## src/rtl/audio_tx_pkg.sv

```systemverilog
package audio_tx_pkg;

  typedef enum logic [2:0] {
    FMT_MONO     = 3'd0,
    FMT_MONO_DLY = 3'd1,
    FMT_PCM      = 3'd2,
    FMT_I2S      = 3'd3,
    FMT_TDM      = 3'd4,
    FMT_TDM_DLY  = 3'd5
  } txFmt_e;

  // control -> datapath strobes
  typedef struct packed {
    logic advance;   // move to next bit position
    logic loadSlot;  // new slot begins at this advance
    logic clear;     // block idle
  } txStrobe_t;

endpackage

```

## src/rtl/audio_tx_ctrl.sv

```systemverilog
module audio_tx_ctrl
  import audio_tx_pkg::*;
#(
  parameter int SLOT_BITS = 32,
  parameter int MAX_CH    = 8,
  parameter int DIV_W     = 8
) (
  input  logic                         clk,
  input  logic                         rstN,
  input  logic                         enable,
  input  logic                         masterMode,
  input  logic [2:0]                   fmtCode,
  input  logic [$clog2(MAX_CH)-1:0]    tdmChans,
  input  logic [3:0]                   clkInv,
  input  logic [DIV_W-1:0]             clkDiv,
  input  logic                         extBclk,
  input  logic                         extLrclk,
  output logic                         bclkOut,
  output logic                         lrclkOut,
  output txStrobe_t                    strobe
);

  localparam int SLOT_LOG = $clog2(SLOT_BITS);
  localparam int CH_W     = $clog2(MAX_CH);
  localparam int POS_W    = SLOT_LOG + CH_W;

  logic legal, running, isI2s, delayed;
  logic [CH_W-1:0]  chMinus1;
  logic [POS_W-1:0] frameLast, pos, pNext, qNext;

  assign legal   = (fmtCode <= 3'd5);
  assign running = enable & legal;
  assign isI2s   = (fmtCode == FMT_I2S);
  assign delayed = (fmtCode == FMT_MONO_DLY) || (fmtCode == FMT_I2S) || (fmtCode == FMT_TDM_DLY);

  always_comb begin
    case (fmtCode)
      FMT_MONO, FMT_MONO_DLY: chMinus1 = '0;
      FMT_PCM, FMT_I2S:       chMinus1 = CH_W'(1);
      default:                chMinus1 = tdmChans;
    endcase
  end
  assign frameLast = {chMinus1, {SLOT_LOG{1'b1}}};

  // master bit clock divider
  logic [DIV_W-1:0] divCnt;
  logic bclkInt, lrInt, divHit;
  assign divHit = running && masterMode && (divCnt == clkDiv);

  always_ff @(posedge clk or negedge rstN) begin
    if (!rstN) begin
      divCnt  <= '0;
      bclkInt <= 1'b1;
    end else if (!running || !masterMode) begin
      divCnt  <= '0;
      bclkInt <= 1'b1;
    end else if (divHit) begin
      divCnt  <= '0;
      bclkInt <= ~bclkInt;
    end else begin
      divCnt  <= divCnt + 1'b1;
    end
  end

  // slave clock synchronizers
  logic [2:0] bSync, lSync;
  logic bNow, bOld, lNow, slvFall, slvRise, markSeen, lrPrev;

  always_ff @(posedge clk or negedge rstN) begin
    if (!rstN) begin
      bSync <= '0;
      lSync <= '0;
    end else begin
      bSync <= {bSync[1:0], extBclk};
      lSync <= {lSync[1:0], extLrclk};
    end
  end

  assign bNow    = bSync[1] ^ clkInv[0];
  assign bOld    = bSync[2] ^ clkInv[0];
  assign lNow    = lSync[1] ^ clkInv[1];
  assign slvFall = bOld & ~bNow;
  assign slvRise = ~bOld & bNow;

  always_ff @(posedge clk or negedge rstN) begin
    if (!rstN) begin
      markSeen <= 1'b0;
      lrPrev   <= 1'b0;
    end else if (!running || masterMode) begin
      markSeen <= 1'b0;
      lrPrev   <= isI2s;
    end else if (slvRise) begin
      lrPrev <= lNow;
      if (isI2s ? (lrPrev & ~lNow) : (~lrPrev & lNow)) markSeen <= 1'b1;
    end else if (slvFall) begin
      markSeen <= 1'b0;
    end
  end

  // frame position
  logic advance;
  assign advance = running && (masterMode ? (divHit && bclkInt) : slvFall);

  always_comb begin
    if (!masterMode && markSeen)  pNext = POS_W'(1);
    else if (pos >= frameLast)    pNext = '0;
    else                          pNext = pos + 1'b1;
    if (!delayed)                 qNext = pNext;
    else if (pNext == '0)         qNext = frameLast;
    else                          qNext = pNext - 1'b1;
  end

  always_ff @(posedge clk or negedge rstN) begin
    if (!rstN) begin
      pos   <= '1;
      lrInt <= 1'b0;
    end else if (!running) begin
      pos   <= frameLast;
      lrInt <= 1'b0;
    end else if (advance) begin
      pos   <= pNext;
      lrInt <= isI2s ? (pNext >= POS_W'(SLOT_BITS)) : (pNext == '0);
    end
  end

  assign bclkOut  = masterMode ? (bclkInt ^ clkInv[2]) : 1'b0;
  assign lrclkOut = masterMode ? (lrInt ^ clkInv[3]) : 1'b0;

  assign strobe.advance  = advance;
  assign strobe.loadSlot = advance && (qNext[SLOT_LOG-1:0] == '0);
  assign strobe.clear    = !running;

endmodule

```

## src/rtl/audio_tx_datapath.sv

```systemverilog
module audio_tx_datapath
  import audio_tx_pkg::*;
#(
  parameter int SAMPLE_W  = 24,
  parameter int SLOT_BITS = 32
) (
  input  logic                clk,
  input  logic                rstN,
  input  txStrobe_t           strobe,
  input  logic [SAMPLE_W-1:0] sampleData,
  input  logic                sampleValid,
  output logic                sampleReq,
  output logic                underrun,
  output logic                sdata
);

  localparam int PAD = SLOT_BITS - SAMPLE_W;

  logic [SAMPLE_W-1:0]  holdReg;
  logic [SLOT_BITS-1:0] shReg;

  assign sampleReq = strobe.loadSlot;
  assign sdata     = shReg[SLOT_BITS-1];

  always_ff @(posedge clk or negedge rstN) begin
    if (!rstN) begin
      holdReg  <= '0;
      shReg    <= '0;
      underrun <= 1'b0;
    end else begin
      underrun <= sampleReq & ~sampleValid;
      if (strobe.clear) begin
        holdReg <= '0;
        shReg   <= '0;
      end else if (strobe.loadSlot) begin
        shReg   <= {holdReg, {PAD{1'b0}}};
        holdReg <= sampleValid ? sampleData : '0;
      end else if (strobe.advance) begin
        shReg <= shReg << 1;
      end
    end
  end

endmodule

```

## src/rtl/audio_tx_serializer.sv

```systemverilog
module audio_tx_serializer
  import audio_tx_pkg::*;
#(
  parameter int SAMPLE_W  = 24,
  parameter int SLOT_BITS = 32,
  parameter int MAX_CH    = 8,
  parameter int DIV_W     = 8
) (
  input  logic                        clk,
  input  logic                        rstN,
  input  logic                        enable,
  input  logic                        masterMode,
  input  logic [2:0]                  fmtCode,
  input  logic [$clog2(MAX_CH)-1:0]   tdmChans,
  input  logic [3:0]                  clkInv,
  input  logic [DIV_W-1:0]            clkDiv,
  input  logic                        extBclk,
  input  logic                        extLrclk,
  input  logic [SAMPLE_W-1:0]         sampleData,
  input  logic                        sampleValid,
  output logic                        sampleReq,
  output logic                        underrun,
  output logic                        bclkOut,
  output logic                        lrclkOut,
  output logic                        sdata
);

  txStrobe_t strobe;

  audio_tx_ctrl #(.SLOT_BITS(SLOT_BITS), .MAX_CH(MAX_CH), .DIV_W(DIV_W)) u_ctrl (
    .clk(clk), .rstN(rstN), .enable(enable), .masterMode(masterMode),
    .fmtCode(fmtCode), .tdmChans(tdmChans), .clkInv(clkInv), .clkDiv(clkDiv),
    .extBclk(extBclk), .extLrclk(extLrclk),
    .bclkOut(bclkOut), .lrclkOut(lrclkOut), .strobe(strobe)
  );

  audio_tx_datapath #(.SAMPLE_W(SAMPLE_W), .SLOT_BITS(SLOT_BITS)) u_dp (
    .clk(clk), .rstN(rstN), .strobe(strobe),
    .sampleData(sampleData), .sampleValid(sampleValid),
    .sampleReq(sampleReq), .underrun(underrun), .sdata(sdata)
  );

endmodule

```

## config.mk

```make
export PLATFORM = sky130hd
export DESIGN_NAME = audio_tx_serializer
export DESIGN_NICKNAME = d
export VERILOG_FILES = /design/src/rtl/audio_tx_pkg.sv /design/src/rtl/audio_tx_ctrl.sv /design/src/rtl/audio_tx_datapath.sv /design/src/rtl/audio_tx_serializer.sv
export SDC_FILE = /design/constraint.sdc
export NUM_CORES = 1
export LEC_CHECK = 0
export BUFFER_PORTS_ARGS = -buffer_cell sky130_fd_sc_hd__buf_2
export CAP_MARGIN = 5
export CORE_UTILIZATION = 62
export DETAILED_ROUTE_END_ITERATION = 8
export PLACE_DENSITY_LB_ADDON = 0.2
export SLEW_MARGIN = 20
export SYNTH_ARGS = -nofsm -noshare
export SYNTH_HDL_FRONTEND = slang
export SYNTH_HIERARCHICAL = 1
export SYNTH_SLANG_ARGS = --single-unit
```

## constraint.sdc

```tcl
create_clock -name clk -period 6.8 [get_ports clk]
set_input_delay 1.36 -clock clk [delete_from_list [all_inputs] [get_ports clk]]
set_output_delay 1.36 -clock clk [all_outputs]
set_load 0.02 [all_outputs]
```

After elaboration in Yosys (flattened, before gate mapping)
Index checks and enable logic that the tools add are counted.
{"block": "word_totals", "register_bits": 82, "input_bits": 49, "out_inout_bits": 5, "elab_cells": 94}
{"block": "classes", "n_addsub": 3, "order_cmp": 3, "n_eq_ne": 9, "mux": 30, "bitwise": 17, "reduce_logical": 21}
{"op": "$mux 32", "n": 3}
{"op": "$mux 24", "n": 3}
{"op": "$mux 8", "n": 6}
{"op": "$add 8x1->8 const B", "n": 2}
{"op": "$mux 1", "n": 15}
{"op": "$mux 5", "n": 2}
{"op": "$eq 8x8->1", "n": 1}
{"op": "$ge 8x6->1 const B", "n": 1}
{"op": "$ge 8x8->1", "n": 1}
{"op": "$logic_not 8->1", "n": 1}
{"op": "$and 1x1->1", "n": 6}
{"op": "$eq 3x2->1 const B", "n": 2}
{"op": "$logic_and 1x1->1", "n": 6}
{"op": "$not 1->1", "n": 6}
{"op": "$pmux 3 s2", "n": 1}
{"op": "$logic_not 5->1", "n": 1}
{"op": "$sub 5x1->5 const B", "n": 1}
{"op": "$xor 1x1->1", "n": 5}
{"op": "$logic_or 1x1->1", "n": 4}
{"op": "$reduce_bool 2->1", "n": 2}
{"op": "$reduce_or 2->1", "n": 2}
{"op": "$eq 3x1->1 const B", "n": 1}
{"op": "$eq 3x3->1 const B", "n": 1}
{"op": "$le 3x3->1 const B", "n": 1}
{"op": "other kinds (8)", "n": 9}

Depth between registers and ports, before layout
Gate-level depths: netlist of the first run.
{"block": "depth", "depth_word": 13, "depth_mapped": 15, "ltp_nobuf": 13}

By module
The synthesis of the first run kept the hierarchy.
{"module": "audio_tx_datapath", "n_inst": 1, "cells_per_inst": 217, "area_each_um2": 2352.3, "seq_area_each_um2": 1226.2}
{"module": "audio_tx_ctrl", "n_inst": 1, "cells_per_inst": 189, "area_each_um2": 1775.5, "seq_area_each_um2": 636.9}

Least setup slack after synthesis of the first run
OpenSTA, ideal clock, no wires.
{"block": "synth_timing", "kind": "in2out", "start": "input port tdmChans[2]", "end": "output port sampleReq", "t_arrival_ns": 3.562, "t_required_ns": 5.440, "slack_ns": 1.878, "path_stages": 11, "path_buffers": 1, "path_cell_list": "nand2_1 ha_1 and2_1 a221o_1 o31ai_2 inv_1 ha_1 o31ai_1 a31oi_1 a2111oi_2 buf_4"}
{"element": "start, declared", "line_no": "audio_tx_serializer.sv:14", "rtl": "input logic [$clog2(MAX_CH)-1:0] tdmChans,"}
{"element": "end, declared", "line_no": "audio_tx_serializer.sv:21", "rtl": "output logic sampleReq,"}

Worst setup path in the final report of the first run
{"block": "layout_timing", "start": "input port fmtCode[2]", "end": "output port sampleReq"}
{"block": "layout_between", "elab_chain_len": 11, "word_cells_on_any_way": 26, "classes_between": "add/sub (1); order compare (2); eq/ne (4); mux (6); bitwise (1); reduce/logical (12)"}
{"element": "start, declared", "line_no": "audio_tx_serializer.sv:13", "rtl": "input logic [2:0] fmtCode,"}
{"element": "$eq 3x2->1 (tied with other cells)", "line_no": "audio_tx_ctrl.sv:37", "rtl": "case (fmtCode)"}
{"element": "$reduce_or 2->1", "line_no": "audio_tx_ctrl.sv:37"}
{"element": "$pmux 3 s2", "line_no": "audio_tx_ctrl.sv:37"}
{"element": "$ge 8x8->1", "line_no": "audio_tx_ctrl.sv:106", "rtl": "else if (pos >= frameLast) pNext = '0;"}
{"element": "$mux 8", "line_no": "audio_tx_ctrl.sv:106"}
{"element": "$mux 8", "line_no": "audio_tx_ctrl.sv:105", "rtl": "if (!masterMode && markSeen) pNext = POS_W'(1);"}
{"element": "$sub 5x1->5 / $logic_not 8->1 (equally long branches)", "line_no": "audio_tx_ctrl.sv:110, audio_tx_ctrl.sv:109"}
{"element": "$mux 5", "line_no": "audio_tx_ctrl.sv:109", "rtl": "else if (pNext == '0) qNext = frameLast;"}
{"element": "$mux 5", "line_no": "audio_tx_ctrl.sv:108", "rtl": "if (!delayed) qNext = pNext;"}
{"element": "$logic_not 5->1", "line_no": "audio_tx_ctrl.sv:130", "rtl": "assign strobe.loadSlot = advance && (qNext[SLOT_LOG-1:0] == '0);"}
{"element": "$logic_and 1x1->1 (*)", "line_no": "audio_tx_ctrl.sv:130"}
Mark *: on every way between the ends. The rest lies on a longest branch, timed or not.

==> results of run 1 <==
-- flip-flops by register name (all words and copies together), names as in the netlist --
| signal | cells |
|---|---|
| u_ctrl/lrPrev | 1 |
| u_dp/shReg | 24 |
| u_ctrl/bclkInt | 1 |
| u_ctrl/lSync | 2 |
| u_ctrl/lrInt | 1 |
| u_ctrl/pos | 8 |
| u_ctrl/markSeen | 1 |
| u_dp/underrun | 1 |
| u_ctrl/bSync | 3 |
| u_ctrl/divCnt | 8 |
| u_dp/holdReg | 24 |
-- worst reg2reg max path: cells and delay by family (launching register included) --
kind	cells	cell delay [ps]
adder cells (fa/ha/maj)	2	600
flip-flops	1	620
AO/OA/AOI/OAI	6	1490
AND/OR/NAND/NOR	3	480
buffers and inverters	2	1090
-- through the flow --
step                instances  hold WS, ps  total power [mW]  instance area [µm²]
finish                    527          362             0.917                 4510
global route              527          368             0.961                 4510
CTS                       527          362             0.925                 4510
detailed placement        511          345             0.625                 4340
global placement          511          333             0.622                 4340
floorplan                 406          331             0.577                 4130
-- final cells by class --
cell class	count	share of cell area
Multi-Input combinational cell	293	0.456
Sequential cell	74	0.413
Timing Repair Buffer	56	0.0638
Clock buffer	13	0.0330
Tap cell	77	0.0214
Inverter	11	0.00916
Clock inverter	3	0.00388
-- synth_stat cells, drive strengths merged, types with 2 or more instances --
| cell | count | area [µm²] |
|---|---|---|
| dfrtp | 65 | 1630 |
| nand3 | 34 | 170 |
| a21oi | 28 | 140 |
| mux2i | 27 | 270 |
| nand2b | 25 | 156 |
| nor2b | 24 | 150 |
| a211oi | 23 | 188 |
| buf | 23 | 163 |
| nor2 | 19 | 73.8 |
| nand2 | 15 | 58.8 |
| xnor2 | 15 | 139 |
| inv | 10 | 37.5 |
| dfstp | 9 | 236 |
| ha | 8 | 100 |
| o21ai | 8 | 40.0 |
| o211ai | 7 | 52.6 |
| xor2 | 7 | 61.3 |
| a31oi | 6 | 37.5 |
| and2 | 6 | 37.5 |
| nor3 | 6 | 30.0 |
| and3 | 5 | 32.5 |
| clkbuf | 5 | 18.8 |
| nand4 | 4 | 37.5 |
| a221o | 3 | 30.0 |
| o31ai | 3 | 27.5 |
| a22oi | 2 | 15.0 |
| nand3b | 2 | 15.0 |
| or3 | 2 | 12.5 |
-- cells in the final DEF, fill, tap and decap left out, drive strengths merged, types with 9 or more instances in the layout --
| cell type | netlist | routed |
|---|---|---|
| a211oi | 23 | 23 |
| a21oi | 28 | 28 |
| buf | 23 | 56 |
| clkbuf | 5 | 13 |
| dfrtp | 65 | 65 |
| dfstp | 9 | 9 |
| inv | 10 | 9 |
| mux2i | 27 | 27 |
| nand2 | 15 | 15 |
| nand2b | 25 | 25 |
| nand3 | 34 | 34 |
| nor2 | 19 | 19 |
| nor2b | 24 | 24 |
| xnor2 | 15 | 15 |
-- power by group --
part	total (mW)	internal (mW)	switching, mW
combinational	0.153	0.0606	0.0923
sequential	0.465	0.453	0.0116
clock	0.300	0.142	0.158
-- logic make-up (layout without fill, tap and decap cells) --
family | count (synthesis) | count (layout) | synth area share
AOI/OAI and AO/OA | 91 | 91 | 0.162
xor gates and xnor gates | 22 | 22 | 0.0485
adders and majority gates | 8 | 8 | 0.0243
buffers and inverters | 39 | 83 | 0.0540
DFF | 74 | 74 | 0.451
muxes | 27 | 27 | 0.0655
and+or+nand+nor | 145 | 145 | 0.194
-- layer usage --
layer  wire (µm)  part of all wire  up-vias  track usage
li1            -                 -     1526            -
met1        3920              0.47     1534        0.352
met2        4020              0.49       68        0.390
met3         238             0.029       12       0.0465
met4          87             0.011        0       0.0755
met5           0                 0        -            0
-- how the worst max path moves through the flow --
| stage | from | end | slack [ps] | cells past startpoint |
|---|---|---|---|---|
| floorplan | tdmChans[2] | sampleReq | 1880 | 11 |
| global placement | fmtCode[2] | sampleReq | 1550 | 13 |
| detailed placement | fmtCode[2] | sampleReq | 1480 | 13 |
| CTS | fmtCode[2] | sampleReq | 1450 | 12 |
| global route | fmtCode[2] | sampleReq | 1260 | 12 |
| finish | fmtCode[2] | sampleReq | 1450 | 12 |
==> impl_metrics.env, run 1 <==
export IMPL_clk_latency_ps=340
export IMPL_cpMaxStageDelayCell="a221o_1"
export IMPL_fin_crit_sh=0.787
export IMPL_clk_pin_slew_ps=70
export IMPL_hp_class="reg2reg"
export IMPL_area_delta_synth_final_pct=9.25
export IMPL_synthesis_nets=463
export IMPL_slowest_delay_ps=420
export IMPL_clockBufferDepth=2
export IMPL_num_vias=3140
export IMPL_min_delay_start="u_ctrl/bSync[0]"
export IMPL_grt_overflow=0
export IMPL_nNetsFinal=502
export IMPL_yosys_register_bits=74
export IMPL_post_cts_resized=0
export IMPL_viasPerCell=5.96
export IMPL_fin_ws_ps=1450
export IMPL_seqCellArea_um2=1860
export IMPL_syn_area_per_cell_um2=10.2
export IMPL_status="completed"
export IMPL_setup_violations_final=0
export IMPL_vdd_drop_max_uv=176
export IMPL_clockRootBuffer="clkbuf_8"
export IMPL_min_path_cells=0
export IMPL_dp_hpwl_mm=5.46
export IMPL_ys_warn_count=6
export IMPL_coreArea_um2=6390
export IMPL_crit_buf_inv=2
export IMPL_fill_cells=514
export IMPL_synth_area_um2=4130
export IMPL_p_leak_nw=1.92
export IMPL_ys_dominant_reg_cell="dfrtp_1"
export IMPL_htree_num_levels=3
export IMPL_yosys_cell_types_count=54
export IMPL_r2r_start="u_ctrl/pos[0]"
export IMPL_rr_endpoint="u_dp/shReg[17]"
export IMPL_r2r_worst_path_cells=13
export IMPL_crit_type="in2out"
export IMPL_die_y_um=83.6
export IMPL_totalNegativeSetupSlack_ps=0
export IMPL_dp_slack_ps=1480
export IMPL_required_ps=5440
export IMPL_fin_util=0.706
export IMPL_fin_crit_ps=5350
export IMPL_critPathTopFamily="compound AO/OA/AOI/OAI gates"
export IMPL_port_buffers=53
export IMPL_drive_above_1_share=0.209
export IMPL_r2r_slack_ps=2430
export IMPL_finClkSkew_ps=12.4
export IMPL_pwr_density_cell_nw_per_um2=203
export IMPL_max_slew_margin=0.296
export IMPL_dieArea_um2=6990
export IMPL_cts_sinks=74
export IMPL_async_flop_share=1.00
export IMPL_drc_errors=0
export IMPL_whs_endpoint="u_ctrl/bSync[1]"
export IMPL_drt_antenna_violating_nets=0
export IMPL_first_iter_violations=197
export IMPL_antenna_found_initial=0
export IMPL_ios=54
export IMPL_worstPathCellList="buf_2, nand2_1, ha_1, and2_1, a221o_1, nor2_2, nand2_1, ha_1, o31ai_1, a31oi_1, a2111oi_4, buf_2"
export IMPL_cp_end_kind="output pin"
export IMPL_worst_slew_pin_slew_ps=1050
export IMPL_grt_pass1_wl_mm=13.9
export IMPL_start_kind="primary input"
export IMPL_first_global_vias=2938
export IMPL_hold_violations=0
export IMPL_cp_data_arrival_time_ps=3990
export IMPL_dr_pass1_iters=5
export IMPL_max_clock_freq_mhz=187
export IMPL_gp_congestion=0.857
export IMPL_ys_seq_area_frac=0.451
export IMPL_cts_setup_buffers=0
export IMPL_crit_path_max_fanout=7
export IMPL_fp_row_count=29
export IMPL_grt_max_degree=75
export IMPL_cts_hold_repair_buffers=0
export IMPL_rsz0062_at_grt="false"
export IMPL_grt_use_total=0.248
export IMPL_maxCapViolCount=0
export IMPL_start_util=0.646
export IMPL_drt_wl_total_mm=8.27
export IMPL_cts_tree="done"
export IMPL_multi_input_area_um2=2050
export IMPL_synth_edf_count=0
export IMPL_antennaDiodeCount=0
export IMPL_drv_slew=0
export IMPL_post_drt_wl_per_cell_um=15.7
export IMPL_numCtsBuffers=9
export IMPL_die_w_um=83.6
export IMPL_synthCells=406
Note: power is estimated with default switching activity, not from simulation.
==> inputs of run 2 (changes only) <==
--- a/config.mk
+++ b/config.mk
@@ -7,7 +7,7 @@
 export LEC_CHECK = 0
 export BUFFER_PORTS_ARGS = -buffer_cell sky130_fd_sc_hd__buf_2
 export CAP_MARGIN = 5
-export CORE_UTILIZATION = 62
+export CORE_UTILIZATION = 52
 export DETAILED_ROUTE_END_ITERATION = 8
 export PLACE_DENSITY_LB_ADDON = 0.2
 export SLEW_MARGIN = 20
==> constraint.sdc (replaced) <==
create_clock -name clk -period 4.3 [get_ports clk]
set_input_delay 0.86 -clock clk [delete_from_list [all_inputs] [get_ports clk]]
set_output_delay 0.86 -clock clk [all_outputs]
set_load 0.02 [all_outputs]
==> impl_metrics.env, run 2 (same netlist as run 1, synthesis figures left out) <==
export IMPL_status="completed"
export IMPL_clockRootBuffer="clkbuf_8"
export IMPL_cts_sinks=74
export IMPL_layout_common_cells="dfrtp_1 (65), buf_2 (52), nand3_1 (34)"
export IMPL_clk_latency_ps=340
export IMPL_ios=54
export IMPL_setup_violations_final=0
export IMPL_finClkSkew_ps=10.5
export IMPL_final_common_cell="dfrtp_1"
export IMPL_rsz0062_at_grt="false"
export IMPL_worst_slew_pin_slew_ps=906
export IMPL_dieArea_um2=8300
export IMPL_fill_cells=700
export IMPL_coreArea_um2=7690
export IMPL_pwr_density_cell_nw_per_um2=315
export IMPL_grt_use_total=0.220
export IMPL_area_delta_synth_final_pct=12.6
export IMPL_vdd_drop_max_uv=159
export IMPL_drt_wl_total_mm=8.39
export IMPL_crit_path_max_fanout=7
export IMPL_die_w_um=91.1
export IMPL_reg_largest_list="u_dp/holdReg (24), u_dp/shReg (24)"
export IMPL_required_ps=3440
export IMPL_r2r_slack_ps=500
export IMPL_post_drt_wl_per_cell_um=14.9
export IMPL_nNetsFinal=513
export IMPL_place_area_um2=4440
export IMPL_drive_above_1_share=0.237
export IMPL_drt_antenna_violating_nets=0
export IMPL_dr_pass1_iters=4
export IMPL_p_leak_nw=1.98
export IMPL_htree_num_levels=3
export IMPL_fin_util=0.605
export IMPL_cts_hold_repair_buffers=0
export IMPL_dp_hpwl_mm=5.64
export IMPL_numCtsBuffers=9
export IMPL_start_kind="primary input"
export IMPL_max_clock_freq_mhz=243
export IMPL_clk_pin_slew_ps=80
export IMPL_grt_max_degree=45
export IMPL_totalNegativeSetupSlack_ps=0
export IMPL_cp_data_arrival_time_ps=3250
export IMPL_start_util=0.537
export IMPL_port_buffers=53
export IMPL_die_y_um=91.1
export IMPL_fp_row_count=32
export IMPL_hold_violations=0
export IMPL_first_global_vias=3167
export IMPL_maxCapViolCount=0
export IMPL_max_slew_margin=0.396
export IMPL_clockBufferDepth=2
export IMPL_cts_tree="done"
export IMPL_drv_slew=0
export IMPL_design_area_um2=4650
export IMPL_antenna_found_initial=0
export IMPL_gp_congestion=0.860
export IMPL_drc_errors=0
export IMPL_crit_type="in2out"
export IMPL_num_vias=3097
export IMPL_first_iter_violations=118
export IMPL_grt_overflow=0
export IMPL_cp_end_kind="output pin"
export IMPL_fin_crit_ps=4110
export IMPL_viasPerCell=5.51
export IMPL_antennaDiodeCount=0
export IMPL_grt_pass1_wl_mm=14.7
export IMPL_fin_hold_ws_ps=366
export IMPL_hp_class="reg2reg"
export IMPL_fin_crit_sh=0.956
[run 2: stage by stage]
stage          setup WS (ps)  instances  power, mW
6_report                 187        562       1.47
5_1_grt                 35.3        562       1.54
4_1_cts                 45.9        560       1.48
3_5_place_dp             110        545      0.999
3_3_place_gp             202        545      0.994
2_1_floorplan            378        406      0.912
[run 2: what timing repair did]
item | CTS | global route
buffers inserted | 0 | 2
resized for setup | 0 | 4
setup endpoints to repair | 0 | 1
[run 2: per-layer routing]
layer,part of all wire,global-route usage
met1,0.48,0.287
met3,0.033,0.0419
met5,0,0
met2,0.47,0.366
met4,0.015,0.0807
[run 2: path summary, 6_finish.rpt]
check	start	endpoint	cells after the start
max	fmtCode[2]	sampleReq	12
min	u_ctrl/bSync[0]	u_ctrl/bSync[1]	0
max reg2reg	u_ctrl/pos[0]	u_dp/shReg[23]	15
min reg2reg	u_ctrl/bSync[0]	u_ctrl/bSync[1]	0
max in group asynchronous	rstN	u_dp/shReg[25]	2
min in group asynchronous	rstN	u_ctrl/divCnt[7]	1
[run 2: worst max-delay path: stages]
cell,delay (ps)
buf_2,140
nand2_1,100
ha_1,290
and2_1,160
a221o_2,410
o31ai_4,230
inv_1,70
ha_1,210
o31ai_1,80
a31oi_1,170
a2111oi_4,330
buf_4,210
[run 2: final cells by class]
cell class | count | area, µm² | area share
clock buffer | 9 | 124 | 0.0266
clock inverter | 6 | 42.5 | 0.00915
inverter | 11 | 41.3 | 0.00888
multi-input combinational | 293 | 2080 | 0.447
sequential | 74 | 1860 | 0.401
tap | 102 | 128 | 0.0275
timing repair buffer | 67 | 373 | 0.0802
[run 2: report_power, final]
part	switching [mW]	total, mW	leakage (nW)	internal (mW)
registers	0.0184	0.735	0.988	0.716
clock network	0.263	0.471	0.0819	0.208
logic	0.152	0.261	0.914	0.109
